[src/rtl/tlq_pkg.sv]
package tlq_pkg;

   typedef enum logic [1:0] {
      LV_LOW  = 2'b00,
      LV_MID  = 2'b01,
      LV_HIGH = 2'b10,
      LV_PROG = 2'b11
   } lvl_e;

   typedef enum logic [2:0] {
      ST_OFF,
      ST_START,
      ST_WAIT,
      ST_IDLE,
      ST_EXC,
      ST_GAP,
      ST_PROG,
      ST_PDONE
   } st_e;

endpackage

[src/rtl/tlq_sync.sv]
module tlq_sync
   import tlq_pkg::*;
#(
   parameter int SYNC_STAGES  = 2,
   parameter int STABLE_TICKS = 2
)(
   input  logic       clk,
   input  logic       rst_n,
   input  logic       tick,
   input  logic [1:0] lvl_in,
   output lvl_e       lvl_q
);

   localparam int SH_W = 2 * SYNC_STAGES;
   localparam int SW   = (STABLE_TICKS < 1) ? 1 : $clog2(STABLE_TICKS + 1);

   initial begin
      assert (SYNC_STAGES >= 1) else $error("tlq_sync: SYNC_STAGES must be at least 1");
      assert (STABLE_TICKS >= 0) else $error("tlq_sync: STABLE_TICKS must not be negative");
   end

   logic [SH_W-1:0] sh;
   lvl_e            raw;

   generate
      if (SYNC_STAGES == 1) begin : g_one
         always_ff @(posedge clk or negedge rst_n) begin
            if (!rst_n) sh <= 2'b01;
            else        sh <= lvl_in;
         end
      end else begin : g_chain
         always_ff @(posedge clk or negedge rst_n) begin
            if (!rst_n) sh <= {SYNC_STAGES{2'b01}};
            else        sh <= {sh[SH_W-3:0], lvl_in};
         end
      end
   endgenerate

   assign raw = lvl_e'(sh[SH_W-1 -: 2]);

   generate
      if (STABLE_TICKS == 0) begin : g_bypass
         assign lvl_q = raw;
      end else begin : g_filter
         lvl_e          cand;
         logic [SW-1:0] scnt;
         lvl_e          lvl_r;

         always_ff @(posedge clk or negedge rst_n) begin
            if (!rst_n) begin
               cand  <= LV_MID;
               scnt  <= '0;
               lvl_r <= LV_MID;
            end else if (raw != cand) begin
               cand <= raw;
               scnt <= '0;
            end else if (tick && scnt != SW'(STABLE_TICKS)) begin
               scnt <= scnt + 1'b1;
               if (scnt == SW'(STABLE_TICKS - 1)) lvl_r <= cand;
            end
         end

         assign lvl_q = lvl_r;

         // a committed level is one the synchronizer was presenting
         p_commit_matches_raw_r5 : assert property (@(posedge clk) disable iff (!rst_n)
            (lvl_r != $past(lvl_r)) |-> ($past(raw) == lvl_r));
      end
   endgenerate

endmodule

[src/rtl/tlq_ticker.sv]
module tlq_ticker #(
   parameter int W = 8
)(
   input  logic         clk,
   input  logic         rst_n,
   input  logic         tick,
   input  logic         clr,
   output logic [W-1:0] cnt
);

   always_ff @(posedge clk or negedge rst_n) begin
      if (!rst_n)                  cnt <= '0;
      else if (clr)                cnt <= '0;
      else if (tick && !(&cnt))    cnt <= cnt + 1'b1;
   end

   // the width timer saturates instead of wrapping
   p_timer_saturates_r4 : assert property (@(posedge clk) disable iff (!rst_n)
      ((&cnt) && !clr) |=> (&cnt));

endmodule

[src/rtl/tri_level_qualifier.sv]
module tri_level_qualifier
   import tlq_pkg::*;
#(
   parameter int SYNC_STAGES  = 2,
   parameter int STABLE_TICKS = 2,
   parameter int START_TICKS  = 50,
   parameter int REJECT_TICKS = 20,
   parameter int GAP_TICKS    = 10,
   parameter int PROG_TICKS   = 200
)(
   input  logic       clk,
   input  logic       rst_n,
   input  logic       tick,
   input  logic       enable,
   input  logic [1:0] level_code,
   output logic       up_evt,
   output logic       down_evt,
   output logic       prog_evt
);

   localparam int MAX_AB = (START_TICKS > REJECT_TICKS) ? START_TICKS : REJECT_TICKS;
   localparam int MAX_CD = (GAP_TICKS > PROG_TICKS) ? GAP_TICKS : PROG_TICKS;
   localparam int MAX_T  = (MAX_AB > MAX_CD) ? MAX_AB : MAX_CD;
   localparam int CNT_W  = $clog2(MAX_T + 2);

   initial begin
      assert (REJECT_TICKS >= 1) else $error("tri_level_qualifier: REJECT_TICKS must be at least 1");
      assert (PROG_TICKS >= 1)   else $error("tri_level_qualifier: PROG_TICKS must be at least 1");
      assert (GAP_TICKS >= 0)    else $error("tri_level_qualifier: GAP_TICKS must not be negative");
      assert (START_TICKS >= 0)  else $error("tri_level_qualifier: START_TICKS must not be negative");
   end

   lvl_e             lvl;
   st_e              st, st_nx;
   logic             dir_low;
   logic [CNT_W-1:0] cnt;
   logic             fire_up, fire_dn, fire_pg;
   logic             clr;

   tlq_sync #(
      .SYNC_STAGES  (SYNC_STAGES),
      .STABLE_TICKS (STABLE_TICKS)
   ) u_sync (
      .clk    (clk),
      .rst_n  (rst_n),
      .tick   (tick),
      .lvl_in (level_code),
      .lvl_q  (lvl)
   );

   tlq_ticker #(.W(CNT_W)) u_timer (
      .clk   (clk),
      .rst_n (rst_n),
      .tick  (tick),
      .clr   (clr),
      .cnt   (cnt)
   );

   always_comb begin
      st_nx   = st;
      fire_up = 1'b0;
      fire_dn = 1'b0;
      fire_pg = 1'b0;
      unique case (st)
         ST_OFF:   st_nx = ST_START;
         ST_START: if (cnt >= CNT_W'(START_TICKS)) st_nx = ST_WAIT;
         ST_WAIT:  if (lvl == LV_MID) st_nx = ST_IDLE;
         ST_IDLE: begin
            if (lvl == LV_LOW || lvl == LV_HIGH) st_nx = ST_EXC;
            else if (lvl == LV_PROG)             st_nx = ST_PROG;
         end
         ST_EXC: begin
            if (lvl == LV_PROG) begin
               st_nx = ST_PROG;
            end else if (lvl == LV_MID) begin
               if (cnt >= CNT_W'(REJECT_TICKS)) begin
                  fire_up = dir_low;
                  fire_dn = !dir_low;
                  st_nx   = ST_GAP;
               end else begin
                  st_nx = ST_IDLE;
               end
            end else if (lvl != (dir_low ? LV_LOW : LV_HIGH)) begin
               st_nx = ST_WAIT;
            end
         end
         ST_GAP: begin
            if (lvl != LV_MID)                  st_nx = ST_WAIT;
            else if (cnt >= CNT_W'(GAP_TICKS))  st_nx = ST_IDLE;
         end
         ST_PROG: begin
            if (lvl != LV_PROG) begin
               st_nx = ST_WAIT;
            end else if (tick && cnt >= CNT_W'(PROG_TICKS - 1)) begin
               fire_pg = 1'b1;
               st_nx   = ST_PDONE;
            end
         end
         ST_PDONE: if (lvl != LV_PROG) st_nx = ST_WAIT;
         default:  st_nx = ST_OFF;
      endcase
      if (!enable) begin
         st_nx   = ST_OFF;
         fire_up = 1'b0;
         fire_dn = 1'b0;
         fire_pg = 1'b0;
      end
   end

   assign clr = (st_nx != st);

   always_ff @(posedge clk or negedge rst_n) begin
      if (!rst_n) begin
         st       <= ST_OFF;
         dir_low  <= 1'b0;
         up_evt   <= 1'b0;
         down_evt <= 1'b0;
         prog_evt <= 1'b0;
      end else begin
         st       <= st_nx;
         up_evt   <= fire_up;
         down_evt <= fire_dn;
         prog_evt <= fire_pg;
         if (st == ST_IDLE && (lvl == LV_LOW || lvl == LV_HIGH))
            dir_low <= (lvl == LV_LOW);
      end
   end

   // strobes are exclusive and one cycle long
   p_one_strobe_r12 : assert property (@(posedge clk) disable iff (!rst_n)
      $onehot0({up_evt, down_evt, prog_evt}));
   p_single_cycle_r12 : assert property (@(posedge clk) disable iff (!rst_n)
      (up_evt || down_evt) |=> !(up_evt || down_evt));

   // enable low silences the outputs on the next cycle
   p_quiet_when_off_r10 : assert property (@(posedge clk) disable iff (!rst_n)
      !enable |=> !(up_evt || down_evt || prog_evt));

   // count strobes follow an away-then-mid level sequence
   p_up_trailing_r3 : assert property (@(posedge clk) disable iff (!rst_n)
      up_evt |-> ($past(lvl) == LV_MID && $past(lvl, 2) == LV_LOW));
   p_down_trailing_r3 : assert property (@(posedge clk) disable iff (!rst_n)
      down_evt |-> ($past(lvl) == LV_MID && $past(lvl, 2) == LV_HIGH));

   // a program strobe is issued only while the line sits at program level
   p_prog_level_r7 : assert property (@(posedge clk) disable iff (!rst_n)
      prog_evt |-> ($past(lvl) == LV_PROG));

endmodule

[config.mk]
export PLATFORM = sky130hd
export DESIGN_NAME = tri_level_qualifier
export DESIGN_NICKNAME = d
export VERILOG_FILES = /design/src/rtl/tlq_pkg.sv /design/src/rtl/tlq_sync.sv /design/src/rtl/tlq_ticker.sv /design/src/rtl/tri_level_qualifier.sv
export SDC_FILE = /design/constraint.sdc
export NUM_CORES = 1
export LEC_CHECK = 0
export BUFFER_PORTS_ARGS = -buffer_cell sky130_fd_sc_hd__buf_2
export CAP_MARGIN = 10
export CORE_MARGIN = 2
export CORE_UTILIZATION = 50
export CTS_BUF_LIST = sky130_fd_sc_hd__clkbuf_8
export CTS_CLUSTER_SIZE = 10
export DETAILED_ROUTE_END_ITERATION = 12
export GPL_ROUTABILITY_DRIVEN = 0
export GPL_TIMING_DRIVEN = 0
export MAX_ROUTING_LAYER = met4
export PLACE_DENSITY = 0.65
export REMOVE_ABC_BUFFERS = 1
export SYNTH_ARGS = -nofsm -noshare
export SYNTH_HDL_FRONTEND = slang
export SYNTH_SLANG_ARGS = --single-unit
[constraint.sdc]
create_clock -name clk -period 4.35 [get_ports clk]
set_clock_uncertainty 0.05 [all_clocks]
set_input_delay 0.6525 -clock clk [delete_from_list [all_inputs] [get_ports clk]]
set_output_delay 0.6525 -clock clk [all_outputs]
set_load 0.005 [all_outputs]
==> results.md, run 1 <==
- Port Buffer Count: 8
- Placed cell count: around 190
- Post-synth EDFFs: 0
- Area Overhead vs Synth: 4.110%
- Most frequent cells in the layout: sky130_fd_sc_hd__dfrtp_1 (21), sky130_fd_sc_hd__nor2_1 (15), sky130_fd_sc_hd__o21ai_0 (14), sky130_fd_sc_hd__nand2_1 (13), sky130_fd_sc_hd__nor3_1 (9)
- Maximum capacitance violations: 0
- H-tree depth: 1
- Cell Count, Final, Fillers Out: between 150 and 200
- Measured slew at the worst slew-check pin: 0.5804 ns
- Overall die area: approximately 3600 um^2
- Post-route antenna net violation count: 0
- Insertion delay of the later-clocked pin in the worst-skew pair: ~0.27 ns
- Iter 0 DRT Violations: 36
- Part of the Yosys area used for sequential elements: about two fifths
- Worst endpoint data arrival time: approximately 2.3 ns
- RSZ-0062 raised after global routing: false
- Final clock period utilization by the worst path: 49.40%
- Fmax achieved: 465.4 MHz
- Share of final-layout standard cells stronger than drive strength 1: about 17%
- Start-to-end type of the worst setup path: flip-flop to flip-flop
- Clock root buffer: sky130_fd_sc_hd__clkbuf_8
- Gr usage total: about a fifth
- Maximum single-stage delay on the critical path: between 0.7 and 0.8 ns
- Final routed wire length divided by cell count: around 14 um
- CTS tree: done
- Core ar.: ~3000 um^2
- Number of warnings issued by yosys: 0
- Data required time of the critical path: ~4.5 ns
- First-pass GRT wire length: around 5.0 mm
- Status: completed
- Max Slew Vio Count: 0
- Routed Wire Length: approximately 2.8 mm
- Post-cts gate resize count: 0
- Number of clock sinks: 25
- Leakage power total: approximately 0.66 nW
- Sum Neg Setup Slack: 0 ns
- Maximum number of pins on one net before global-route repair: 26
- Number of hold violations in the final report: 0
- Post-synthesis average cell area: 9.468 um^2
- Total global routing overflow: 0
- Hold crit path type: input port to asynchronous set/reset pin
- Pwr dens: 339.2 nW/um^2
- Post-CTS Hold Fix Bufs: 0
- Die span in y: about 60 um
- Final antenna diode count: 0
- Peak VDD IR: 0.1979 mV
- Largest buffer count on any clock path: 2
- Worst reg2reg path depth: 6
- Initial antenna violation count: 0
- Vias in the first global route: 1116
- Drt pass-1 iters: 4
- Crit-path slowest cell: sky130_fd_sc_hd__dfrtp_1
- Number of unique standard cell types used by synthesis: 52
- Most common flop cell mapped by yosys: sky130_fd_sc_hd__dfrtp_1
- Crit path cell chain: nand4bb_1 > a211oi_1 > o31ai_1 > o21ai_0 > o22ai_4 > nor4_2
- Worst setup EP type: flip-flop
- Leading cell type in the layout, fill and taps excluded: sky130_fd_sc_hd__dfrtp_1
- Floorplan die width: roughly 60 um
- Final layout net count: around 180
- Fill cells: between 200 and 300
- Initial cell density of the core: 51.71%
- Synthesized netlist cell count: between 150 and 200
- Clock slew at the register clock pins of the worst setup and hold paths: 0.09 ns
- Min cycle time layout: about 2.1 ns
- Register bit total from synthesis: 25
- Maximum net fanout on the critical path: 18
- Nature of the critical path startpoint: flip-flop
- Via density: about 6.0
- Netlist area before placement: 1553 um^2
- Num CTS Buffers: 3
- Row cnt: 20
- Top Ports: 9
- Worst-case headroom to the max-slew limit: between 60 and 70%
- Endpoints failing setup: 0
- Layout Cell Area excl Fill: 1617 um^2
- DRC viols: 0
- Vias: ~1.2k
- Proportion of synthesized flip-flops having asynchronous set or reset: between 90% and 100%
- Dpl cell area: approximately 1600 um^2
- HPWL after detailed placement: just over 2 mm
- Number of buffers inserted by post-CTS setup repair: 0
-- Yosys cell counts (2+ instances only) --
cell type                   n  area (um^2)
sky130_fd_sc_hd__a211o_1    3        26.28
sky130_fd_sc_hd__a211oi_1   2        15.01
sky130_fd_sc_hd__a21o_1     2        15.01
sky130_fd_sc_hd__a21oi_1    4        20.02
sky130_fd_sc_hd__a31oi_1    2        12.51
sky130_fd_sc_hd__buf_2      3        15.01
sky130_fd_sc_hd__buf_4      4        30.03
sky130_fd_sc_hd__clkbuf_1   3        11.26
sky130_fd_sc_hd__dfrtp_1   21        525.5
sky130_fd_sc_hd__dfstp_2    4        105.1
sky130_fd_sc_hd__ha_1       4        50.05
sky130_fd_sc_hd__inv_1      7        26.28
sky130_fd_sc_hd__nand2_1   13        48.80
sky130_fd_sc_hd__nand2b_1   3        18.77
sky130_fd_sc_hd__nand3_1    6        30.03
sky130_fd_sc_hd__nand4_1    5        31.28
sky130_fd_sc_hd__nor2_1    15        56.30
sky130_fd_sc_hd__nor3_1     9        45.04
sky130_fd_sc_hd__nor4b_1    2        17.52
sky130_fd_sc_hd__o211ai_1   2        15.01
sky130_fd_sc_hd__o21ai_0   14        70.07
sky130_fd_sc_hd__o31ai_1    2        15.01
sky130_fd_sc_hd__xnor2_1    5        43.79
-- routing by layer --
metal	vias up	GRT usage (%)	routed length, um
met3	4	2.597	71
met4	0	7.619	44
li1	592	-	-
met5	-	-	0
met1	569	24.55	1357
met2	16	30.43	1328
-- flip-flops by register name, indices dropped and copies added (netlist names) --
name / flops
prog_evt: 1
down_evt: 1
dir_low: 1
u_timer.cnt: 8
u_sync.g_filter.scnt: 2
up_evt: 1
u_sync.lvl_q: 2
u_sync.sh: 4
u_sync.g_filter.cand: 2
st: 3
-- final timing paths --
path / end / start / slack (ns)
worst max-delay path: u_timer.cnt[6]$_DFFE_PN0P_ / st[2]$_DFF_PN0_ / 2.20
worst min-delay path: u_timer.cnt[5]$_DFFE_PN0P_ / rst_n / 0.31
worst max register to register: u_timer.cnt[6]$_DFFE_PN0P_ / st[2]$_DFF_PN0_ / 2.20
worst min register to register: u_sync.sh[2]$_DFF_PN1_ / u_sync.sh[0]$_DFF_PN1_ / 0.31
max in group asynchronous: u_sync.lvl_q[0]$_DFFE_PN1P_ / rst_n / 3.56
min in group clk: u_sync.sh[2]$_DFF_PN1_ / u_sync.sh[0]$_DFF_PN1_ / 0.31
-- power breakdown --
part | internal (W) | switching [W] | leakage, nW | total, W
Sequential | 0.000254 | 0.0000368 | 0.321 | 0.000291
Clock | 0.0000672 | 0.0000803 | 0.0261 | 0.000148
Combinational | 0.0000496 | 0.0000606 | 0.313 | 0.000110
-- per-stage QoR --
step	hold WS (ns)	power, W	worst slack [ns]	util (%)
2_1_floorplan	0.2812	0.0003735	2.466	-
4_1_cts	0.3140	0.0005551	2.192	53.83
3_5_place_dp	0.2990	0.0004064	2.163	52.17
3_3_place_gp	0.2837	0.0004056	2.154	52.17
5_1_grt	0.3174	0.0005851	2.029	53.83
6_report	0.3118	0.0005483	2.201	53.83
-- critical path: cells and delay by family (launching register included) --
family	cells	cell delay, ns
simple gates	2	0.60
flops	1	0.72
compound gates	4	0.70
-- area by class of cell --
type / instances / area, um^2 / share of cell area [%]
multi-input cells: 120 / 824.5 / 51.01
flip-flops and latches: 25 / 630.6 / 39.01
clock buffers: 3 / 41.29 / 2.554
well taps: 33 / 41.29 / 2.554
repair buffers: 8 / 40.04 / 2.477
inverters: 8 / 30.03 / 1.858
clock inverters: 1 / 8.758 / 0.5418
-- cell families after synthesis --
group,share of synthesized area [%]
buf+inv,6.285
mux,1.370
fa+ha+maj,3.223
xor+xnor,2.820
compound gates,21.19
simple gates,24.50
flops,40.61
Power figures use the tool's default switching activity.
==> inputs of run 2 (changes only) <==
--- a/config.mk
+++ b/config.mk
@@ -5,6 +5,7 @@
 export SDC_FILE = /design/constraint.sdc
 export NUM_CORES = 1
 export LEC_CHECK = 0
+export ABC_AREA = 1
 export BUFFER_PORTS_ARGS = -buffer_cell sky130_fd_sc_hd__buf_2
 export CAP_MARGIN = 10
 export CORE_MARGIN = 2
@@ -15,7 +16,7 @@
 export GPL_ROUTABILITY_DRIVEN = 0
 export GPL_TIMING_DRIVEN = 0
 export MAX_ROUTING_LAYER = met4
-export PLACE_DENSITY = 0.65
+export PLACE_DENSITY = 0.66
 export REMOVE_ABC_BUFFERS = 1
 export SYNTH_ARGS = -nofsm -noshare
 export SYNTH_HDL_FRONTEND = slang
==> constraint.sdc (replaced) <==
create_clock -name clk -period 2.25 [get_ports clk]
set_clock_uncertainty 0.05 [all_clocks]
set_input_delay 0.3375 -clock clk [delete_from_list [all_inputs] [get_ports clk]]
set_output_delay 0.3375 -clock clk [all_outputs]
set_load 0.005 [all_outputs]
==> results.md, run 2 <==
- Crit path cell chain: ha_1 > nand2_1 > nand3_1 > nand3_1 > nand2_1 > nor2_1 > nand2_2 > nand2_2 > nand2_1 > nand2_2 > nor2_4 > nand2_4 > nor2_2
- Final core utilization: 56.28% (+2.4 points)
- Maximum capacitance violations: 0 (unchanged)
- R2R Setup Slk: 0.42 ns (-1.78 ns)
- Maximum net fanout on the critical path: 8 (-10)
- Insertion delay of the later-clocked pin in the worst-skew pair: 0.27 ns (about the same)
- H-tree depth: 1 (unchanged)
- Most frequent cells in the layout: sky130_fd_sc_hd__nand2_1 (42), sky130_fd_sc_hd__nand3_1 (21), sky130_fd_sc_hd__dfrtp_1 (21), sky130_fd_sc_hd__inv_1 (19), sky130_fd_sc_hd__nor2_1 (16)
- Total global routing overflow: 0 (unchanged)
- Worst slack on hold paths: -0.01810 ns (-0.3299 ns)
- Most frequent cell after synthesis: sky130_fd_sc_hd__nand2_1
- Post-layout worst setup margin: 0.4223 ns (-1.779 ns)
- Post-CTS Hold Fix Bufs: 0 (unchanged)
- Flip-flop count of the largest register after layout: 8 (unchanged)
- Length of routed met2 wiring: 1.285 mm (-3.2%)
- Post-route antenna net violation count: 0 (unchanged)
- Fmax achieved: 547.1 MHz (+18%)
- Netlist area before placement: 1465 um^2 (-5.6%)
- Register with the most flip-flops: u_timer.cnt
- Worst-case headroom to the max-slew limit: 65.07% (+3.8 points)
- Number of unique standard cell types used by synthesis: 31 (-40%)
- Synthesized netlist cell count: 187 (+14%)
- Clock power frac: 27.8% (+0.9 points)
- Endpoints failing setup: 0 (unchanged)
- Core ar.: 2781 um^2 (-7.4%)
- Nature of the critical path startpoint: flip-flop
- Final antenna diode count: 0 (unchanged)
- Vias: 1140 (-3.5%)
- R2r startpoint: u_timer.cnt[1]$_DFFE_PN0P_
- Measured slew at the worst slew-check pin: 0.5240 ns (-0.05646 ns)
- Row cnt: 19 (-5.0%)
- Number of warnings issued by yosys: 0 (unchanged)
- CTS tree: done
- RSZ-0062 raised after global routing: false
- HPWL after detailed placement: 2.015 mm (-0.51%)
- Data required time of the critical path: 2.37 ns (-2.12 ns)
- Pwr dens: 624.6 nW/um^2 (+84%)
- First-pass GRT wire length: 4.616 mm (-7.5%)
- Proportion of synthesized flip-flops having asynchronous set or reset: 100.0% (unchanged)
- Share of total power consumed by net switching: 31.00% (-1.4 points)
- Number of buffers inserted by post-CTS setup repair: 0 (unchanged)
- Hold crit path type: input port to asynchronous set/reset pin
- Die span in y: 58.13 um (-2.7%)
- Switching power of the nets: 0.0003030 W (+70%)
- Area Overhead vs Synth: 6.832%
- Num CTS Buffers: 3 (unchanged)
- Post-synth EDFFs: 0 (unchanged)
- Overall die area: 3379 um^2 (-5.3%)
- Clock slew at the register clock pins of the worst setup and hold paths: 0.09 ns (about the same)
- Floorplan die width: 58.13 um (-2.7%)
- Drt pass-1 iters: 4 (unchanged)
- Maximum number of pins on one net before global-route repair: 26 (unchanged)
- Final clock period utilization by the worst path: 81.23% (+32 points)
- Register bit total from synthesis: 25 (unchanged)
- Largest buffer count on any clock path: 2 (unchanged)
- Number of clock sinks: 25 (unchanged)
- Leading post-synthesis cells by instance count: sky130_fd_sc_hd__nand2_1 (42), sky130_fd_sc_hd__dfrtp_1 (21), sky130_fd_sc_hd__nand3_1 (21)
- Most area-hungry cell type in the Yosys netlist: sky130_fd_sc_hd__dfrtp_1
- Synth top area share: 35.87% (+2.0 points)
- Via density: 5.067 (-15%)
- Initial antenna violation count: 0 (unchanged)
- Maximum single-stage delay on the critical path: 0.43 ns (-0.29 ns)
- Port Buffer Count: 8 (unchanged)
- Combinational power share: 18.4% (-1.7 points)
- Final layout net count: 205 (+16%)
- Sequential cell fraction of total power: 53.9% (+0.9 points)
- Layout Cell Area excl Fill: 1565 um^2 (-3.2%)
- Top Ports: 9 (unchanged)
- Worst endpoint data arrival time: 1.94 ns (-0.35 ns)
- Met3 Routed Length: 92 um (+30%)
- DRC viols: 0 (unchanged)
- Initial cell density of the core: 52.68% (+0.97 points)
- Worst-case setup slack after placement: 0.4439 ns (-1.719 ns)
- Violated checks: negative hold slack
- Met1 Wirelength: 1.258 mm (-7.3%)
- End of the worst register-to-register path: u_timer.cnt[4]$_DFFE_PN0P_
- Vias in the first global route: 1067 (-4.4%)
- Most common flop cell mapped by yosys: sky130_fd_sc_hd__dfrtp_1
- Share of final-layout standard cells stronger than drive strength 1: 22.68% (+5.7 points)
- Final routed wire length divided by cell count: 11.91 um (-16%)
- Number of hold violations in the final report: 21 (+21)
- Routed Wire Length: 2.680 mm (-4.4%)
- Cell types with the largest area share after synthesis: sky130_fd_sc_hd__dfrtp_1 (36%), sky130_fd_sc_hd__nand2_1 (11%), sky130_fd_sc_hd__dfstp_2 (7.2%)
- Sum Neg Setup Slack: 0 ns (unchanged)
- Cell Int Power: 0.0006746 W (+82%)
- Clock root buffer: sky130_fd_sc_hd__clkbuf_8
- Post-cts gate resize count: 0 (unchanged)
- Total power after layout: 0.0009776 W (+78%)
- Peak VDD IR: 0.5298 mV (+170%)
- Iter 0 DRT Violations: 68 (+89%)
- Leakage power total: 0.7815 nW (+18%)
- Post-synthesis average cell area: 7.835 um^2 (-17%)
- Min cycle time layout: 1.828 ns (-0.3212 ns)
- Worst setup EP type: flip-flop
- Crit-path slowest cell: sky130_fd_sc_hd__dfrtp_1
- Status: complete, but fails checks
- Leading registers by flop count: u_timer.cnt: 8 flops, u_sync.sh: 4 flops, st: 3 flops
- Worst reg2reg path depth: 13 (+7)
- Part of the Yosys area used for sequential elements: 43.04% (+2.4 points)
- Leading cell type in the layout, fill and taps excluded: sky130_fd_sc_hd__nand2_1
- Start-to-end type of the worst setup path: flip-flop to flip-flop
- Dpl cell area: 1516 um^2 (-3.2%)
- Gr usage total: 18.29% (-0.82 points)
- Max Slew Vio Count: 0 (unchanged)
- Uppermost layer routed: met4
[run 2: cell count changes in the layout (fill, tap and decap cells not counted), sizes merged, moves of 5 or more]
| cell | change |
|---|---|
| nand2 | +35 |
| o21ai | -11 |
| inv | +18 |
| nor2 | +11 |
| nor3 | -5 |
| nand3 | +14 |
[run 2: metal layers]
layer	up-vias	track usage (%)
met1	510	22.93
li1	598	-
met2	27	29.87
met3	5	2.679
met4	0	6.977
met5	-	-
[run 2: cell families (layout without fill, tap and decap cells)]
| logic type | count (synthesis) | count (layout) | share of synthesized area [%] |
|---|---|---|---|
| fa+ha+maj | 4 | 4 | 3.416 |
| simple gates | 105 | 105 | 34.24 |
| flops | 25 | 25 | 43.04 |
| xor+xnor | 6 | 6 | 3.587 |
| buf+inv | 33 | 40 | 9.223 |
| compound gates | 14 | 14 | 6.491 |
[run 2: stage by stage]
step                      instances  hold slack, ns
after global placement          221          0.2920
after global routing            225         0.02852
after floorplan                 182       -0.008091
after CTS                       225        0.007282
after detailed placement        221          0.2950
final                           225        -0.01810
[run 2: critical path, delay by kind of cell, from the launching register on]
| family | cells | cell delay [ns] |
|---|---|---|
| flip-flops | 1 | 0.43 |
| adder cells (fa/ha/maj) | 1 | 0.23 |
| AND/OR/NAND/NOR | 12 | 1.01 |
[run 2: how the worst max path moves through the flow]
stage,from,end,slack [ns],cells past startpoint
finish,u_timer.cnt[1]$_DFFE_PN0P_,u_timer.cnt[4]$_DFFE_PN0P_,0.42,13
global route,u_timer.cnt[1]$_DFFE_PN0P_,u_timer.cnt[5]$_DFFE_PN0P_,0.24,12
detailed placement,u_timer.cnt[1]$_DFFE_PN0P_,u_timer.cnt[5]$_DFFE_PN0P_,0.44,13
floorplan,u_timer.cnt[1]$_DFFE_PN0P_,u_timer.cnt[5]$_DFFE_PN0P_,0.65,13
CTS,u_timer.cnt[1]$_DFFE_PN0P_,u_timer.cnt[2]$_DFFE_PN0P_,0.43,12
global placement,u_timer.cnt[1]$_DFFE_PN0P_,u_timer.cnt[5]$_DFFE_PN0P_,0.48,13
[run 2: power groups by stage]
stage	sequential (W)	clock, W	combinational, W
2_1_floorplan	0.000528	0	0.000140
3_3_place_gp	0.000534	0	0.000177
3_5_place_dp	0.000535	0	0.000181
4_1_cts	0.000526	0.000282	0.000182
5_1_grt	0.000533	0.000301	0.000204
6_report	0.000527	0.000271	0.000180
[run 2: final cells by class]
class / instances / area, um^2
Clock inverter: 1 / 7.507
Clock buffer: 3 / 41.29
Sequential cell: 25 / 630.6
Timing Repair Buffer: 8 / 40.04
Fill cell: 260 / 1216
Multi-Input combinational cell: 129 / 699.4
Tap cell: 31 / 38.79
Inverter: 28 / 107.6
==> inputs of run 3 (changes only) <==
--- a/config.mk
+++ b/config.mk
@@ -16,7 +16,7 @@
 export GPL_ROUTABILITY_DRIVEN = 0
 export GPL_TIMING_DRIVEN = 0
 export MAX_ROUTING_LAYER = met4
-export PLACE_DENSITY = 0.66
+export PLACE_DENSITY = 0.68
 export REMOVE_ABC_BUFFERS = 1
 export SYNTH_ARGS = -nofsm -noshare
 export SYNTH_HDL_FRONTEND = slang
==> constraint.sdc (replaced) <==
create_clock -name clk -period 1.5 [get_ports clk]
set_clock_uncertainty 0.05 [all_clocks]
set_input_delay 0.225 -clock clk [delete_from_list [all_inputs] [get_ports clk]]
set_output_delay 0.225 -clock clk [all_outputs]
set_load 0.005 [all_outputs]
==> results.md, run 3 (synthesized netlist as in run 2, its figures left out) <==
- DRC viols: 0 (unchanged)
- Cell Int Power: 0.001133 W (+68%)
- Measured slew at the worst slew-check pin: 0.5321 ns (+0.008110 ns)
- Initial cell density of the core: 52.68% (unchanged)
- Pwr dens: 889.7 nW/um^2 (+42%)
- Flip-flop count of the largest register after layout: 8 (unchanged)
- Violated checks: negative setup slack
- Worst reg2reg path depth: 13 (unchanged)
- Largest buffer count on any clock path: 2 (unchanged)
- Vias: 1259 (+10%)
- Leading registers by flop count: u_timer.cnt: 8 flops, u_sync.sh: 4 flops, st: 3 flops
- Peak VDD IR: 0.8472 mV (+60%)
- Worst setup EP type: flip-flop
- Number of hold violations in the final report: 0 (-100%)
- Leading cell type in the layout, fill and taps excluded: sky130_fd_sc_hd__nand2_1
- Switching power of the nets: 0.0005178 W (+71%)
- Leakage power total: 0.8966 nW (+15%)
- Register with the most flip-flops: u_timer.cnt
- Die span in y: 58.13 um (unchanged)
- Overall die area: 3379 um^2 (unchanged)
- Depth of the worst hold-timing path: 3
- Insertion delay of the later-clocked pin in the worst-skew pair: 0.27 ns (about the same)
- Share of final-layout standard cells stronger than drive strength 1: 40.19% (+18 points)
- Clock power frac: 24.0% (-3.8 points)
- Crit-path slowest cell: sky130_fd_sc_hd__dfrtp_1
- Area Overhead vs Synth: 26.64%
- Iter 0 DRT Violations: 59 (-13%)
- Maximum capacitance violations: 0 (unchanged)
- Gr usage total: 20.19% (+1.9 points)
- Clock slew at the register clock pins of the worst setup and hold paths: 0.09 ns (about the same)
- Initial antenna violation count: 0 (unchanged)
- Top Ports: 9 (unchanged)
- Status: complete, but fails checks
- Endpoints failing setup: 10 (+10)
- Combinational power share: 27.7% (+9.3 points)
- Number of clock sinks: 25 (unchanged)
- Floorplan die width: 58.13 um (unchanged)
- Fmax achieved: 552.9 MHz (+1.1%)
- Maximum single-stage delay on the critical path: 0.43 ns (about the same)
- Nature of the critical path startpoint: flip-flop
- Hold crit path type: input port to flip-flop
- Max Slew Vio Count: 0 (unchanged)
- Maximum number of pins on one net before global-route repair: 26 (unchanged)
- Crit path cell chain: buf_6 > nor2_4 > nor2_1 > nor2_2 > buf_4 > a21oi_1 > nand2_1 > nand2_1 > nand2_1 > nand2_2 > nor2_4 > nand2_8 > nor2_2
- Drt pass-1 iters: 6 (+2)
- Final routed wire length divided by cell count: 12.27 um (+3.0%)
- Total global routing overflow: 0 (unchanged)
- Layout Cell Area excl Fill: 1856 um^2 (+19%)
- Post-layout worst setup margin: -0.3087 ns (-0.7310 ns)
- Worst-case headroom to the max-slew limit: 64.53% (-0.54 points)
- Post-route antenna net violation count: 0 (unchanged)
- RSZ-0062 raised after global routing: true
- Data required time of the critical path: 1.66 ns (-0.71 ns)
- Num CTS Buffers: 3 (unchanged)
- First-pass GRT wire length: 5.188 mm (+12%)
- H-tree depth: 1 (unchanged)
- Final layout net count: 225 (+9.8%)
- Most frequent cells in the layout: sky130_fd_sc_hd__nand2_1 (39), sky130_fd_sc_hd__inv_1 (17), sky130_fd_sc_hd__dfrtp_1 (17), sky130_fd_sc_hd__nand3_1 (16), sky130_fd_sc_hd__buf_4 (14)
- Start-to-end type of the worst setup path: flip-flop to flip-flop
- Row cnt: 19 (unchanged)
- Final clock period utilization by the worst path: 120.6% (+39 points)
- Via density: 5.139 (+1.4%)
- Dpl cell area: 1516 um^2 (unchanged)
- Worst endpoint data arrival time: 1.96 ns (+0.02 ns)
- Sequential cell fraction of total power: 48.2% (-5.7 points)
- Port Buffer Count: 8 (unchanged)
- Final antenna diode count: 0 (unchanged)
- Clock root buffer: sky130_fd_sc_hd__clkbuf_8
- Routed Wire Length: 3.007 mm (+12%)
- HPWL after detailed placement: 1.921 mm (-4.7%)
- Share of total power consumed by net switching: 31.36% (+0.37 points)
- Min cycle time layout: 1.809 ns (-0.01900 ns)
- Worst slack on hold paths: 0.2253 ns (+0.2434 ns)
- Vias in the first global route: 1237 (+16%)
- Crit path top cell by count: sky130_fd_sc_hd__nand2_1
- Maximum net fanout on the critical path: 8 (unchanged)
- Core ar.: 2781 um^2 (unchanged)
- CTS tree: done
[run 3: cell types whose count changed in the layout (fill, tap and decap cells not counted), sizes merged]
cell / change
clkinvlp: -1
dlygate4sd3: +3
buf: +17
clkinv: +1
[run 3: worst max-delay path: cells and delay by family, from the launching register on]
kind | cells | cell delay (ns)
and+or+nand+nor | 10 | 0.93
DFF | 1 | 0.43
buffers and inverters | 2 | 0.27
AOI/OAI and AO/OA | 1 | 0.05
[run 3: final timing paths]
path	start	end	slack (ns)
setup reg to reg	u_timer.cnt[1]$_DFFE_PN0P_	u_timer.cnt[1]$_DFFE_PN0P_	-0.31
hold / removal	enable	st[2]$_DFF_PN0_	0.23
max in group asynchronous	rst_n	st[0]$_DFF_PN0_	0.59
hold reg to reg	u_sync.sh[0]$_DFF_PN1_	u_sync.sh[2]$_DFF_PN1_	0.31
setup / recovery	u_timer.cnt[1]$_DFFE_PN0P_	u_timer.cnt[1]$_DFFE_PN0P_	-0.31
min in group asynchronous	rst_n	st[2]$_DFF_PN0_	0.41
[run 3: stage by stage]
step / instances / util (%) / setup WS, ns / TNS [ns] / power [W]
after floorplan: 182 / - / -0.1042 / -0.8072 / 0.001002
after detailed placement: 221 / 54.52 / -0.2929 / -2.316 / 0.001071
final: 245 / 66.71 / -0.3087 / -2.630 / 0.001651
after global placement: 221 / 54.52 / -0.2765 / -2.193 / 0.001067
after CTS: 241 / 62.71 / -0.2465 / -1.977 / 0.001619
after global routing: 245 / 66.71 / -0.4067 / -3.629 / 0.001745
[run 3: routing by layer]
| metal | up-vias | track usage [%] | part of all wire, % |
|---|---|---|---|
| li1 | 641 | - | - |
| met1 | 591 | 24.75 | 44 |
| met2 | 25 | 35.06 | 53 |
| met3 | 2 | 3.571 | 3.0 |
| met4 | 0 | 3.987 | 0.63 |
| met5 | - | - | 0 |
[run 3: cell type report]
class | count | area, um^2
Timing Repair Buffer | 28 | 209.0
Multi-Input combinational cell | 129 | 815.8
Fill cell | 215 | 925.9
Sequential cell | 25 | 635.6
Tap cell | 31 | 38.79
Clock inverter | 1 | 5.005
Inverter | 28 | 110.1
Clock buffer | 3 | 41.29
[run 3: power groups by stage]
| stage | Clock [W] | Sequential, W | Combinational (W) |
|---|---|---|---|
| after global placement | 0 | 0.000799 | 0.000268 |
| final | 0.000397 | 0.000796 | 0.000458 |
| after detailed placement | 0 | 0.000802 | 0.000270 |
| after CTS | 0.000413 | 0.000792 | 0.000414 |
| after floorplan | 0 | 0.000792 | 0.000210 |
| after global routing | 0.000444 | 0.000803 | 0.000498 |
[run 3: what timing repair did]
item,CTS,global route
hold endpoints to repair,22,1
pin swaps,17,21
hold buffers,2,1
gates resized for setup,17,21
setup endpoints to repair,8,13
buffers inserted,14,4
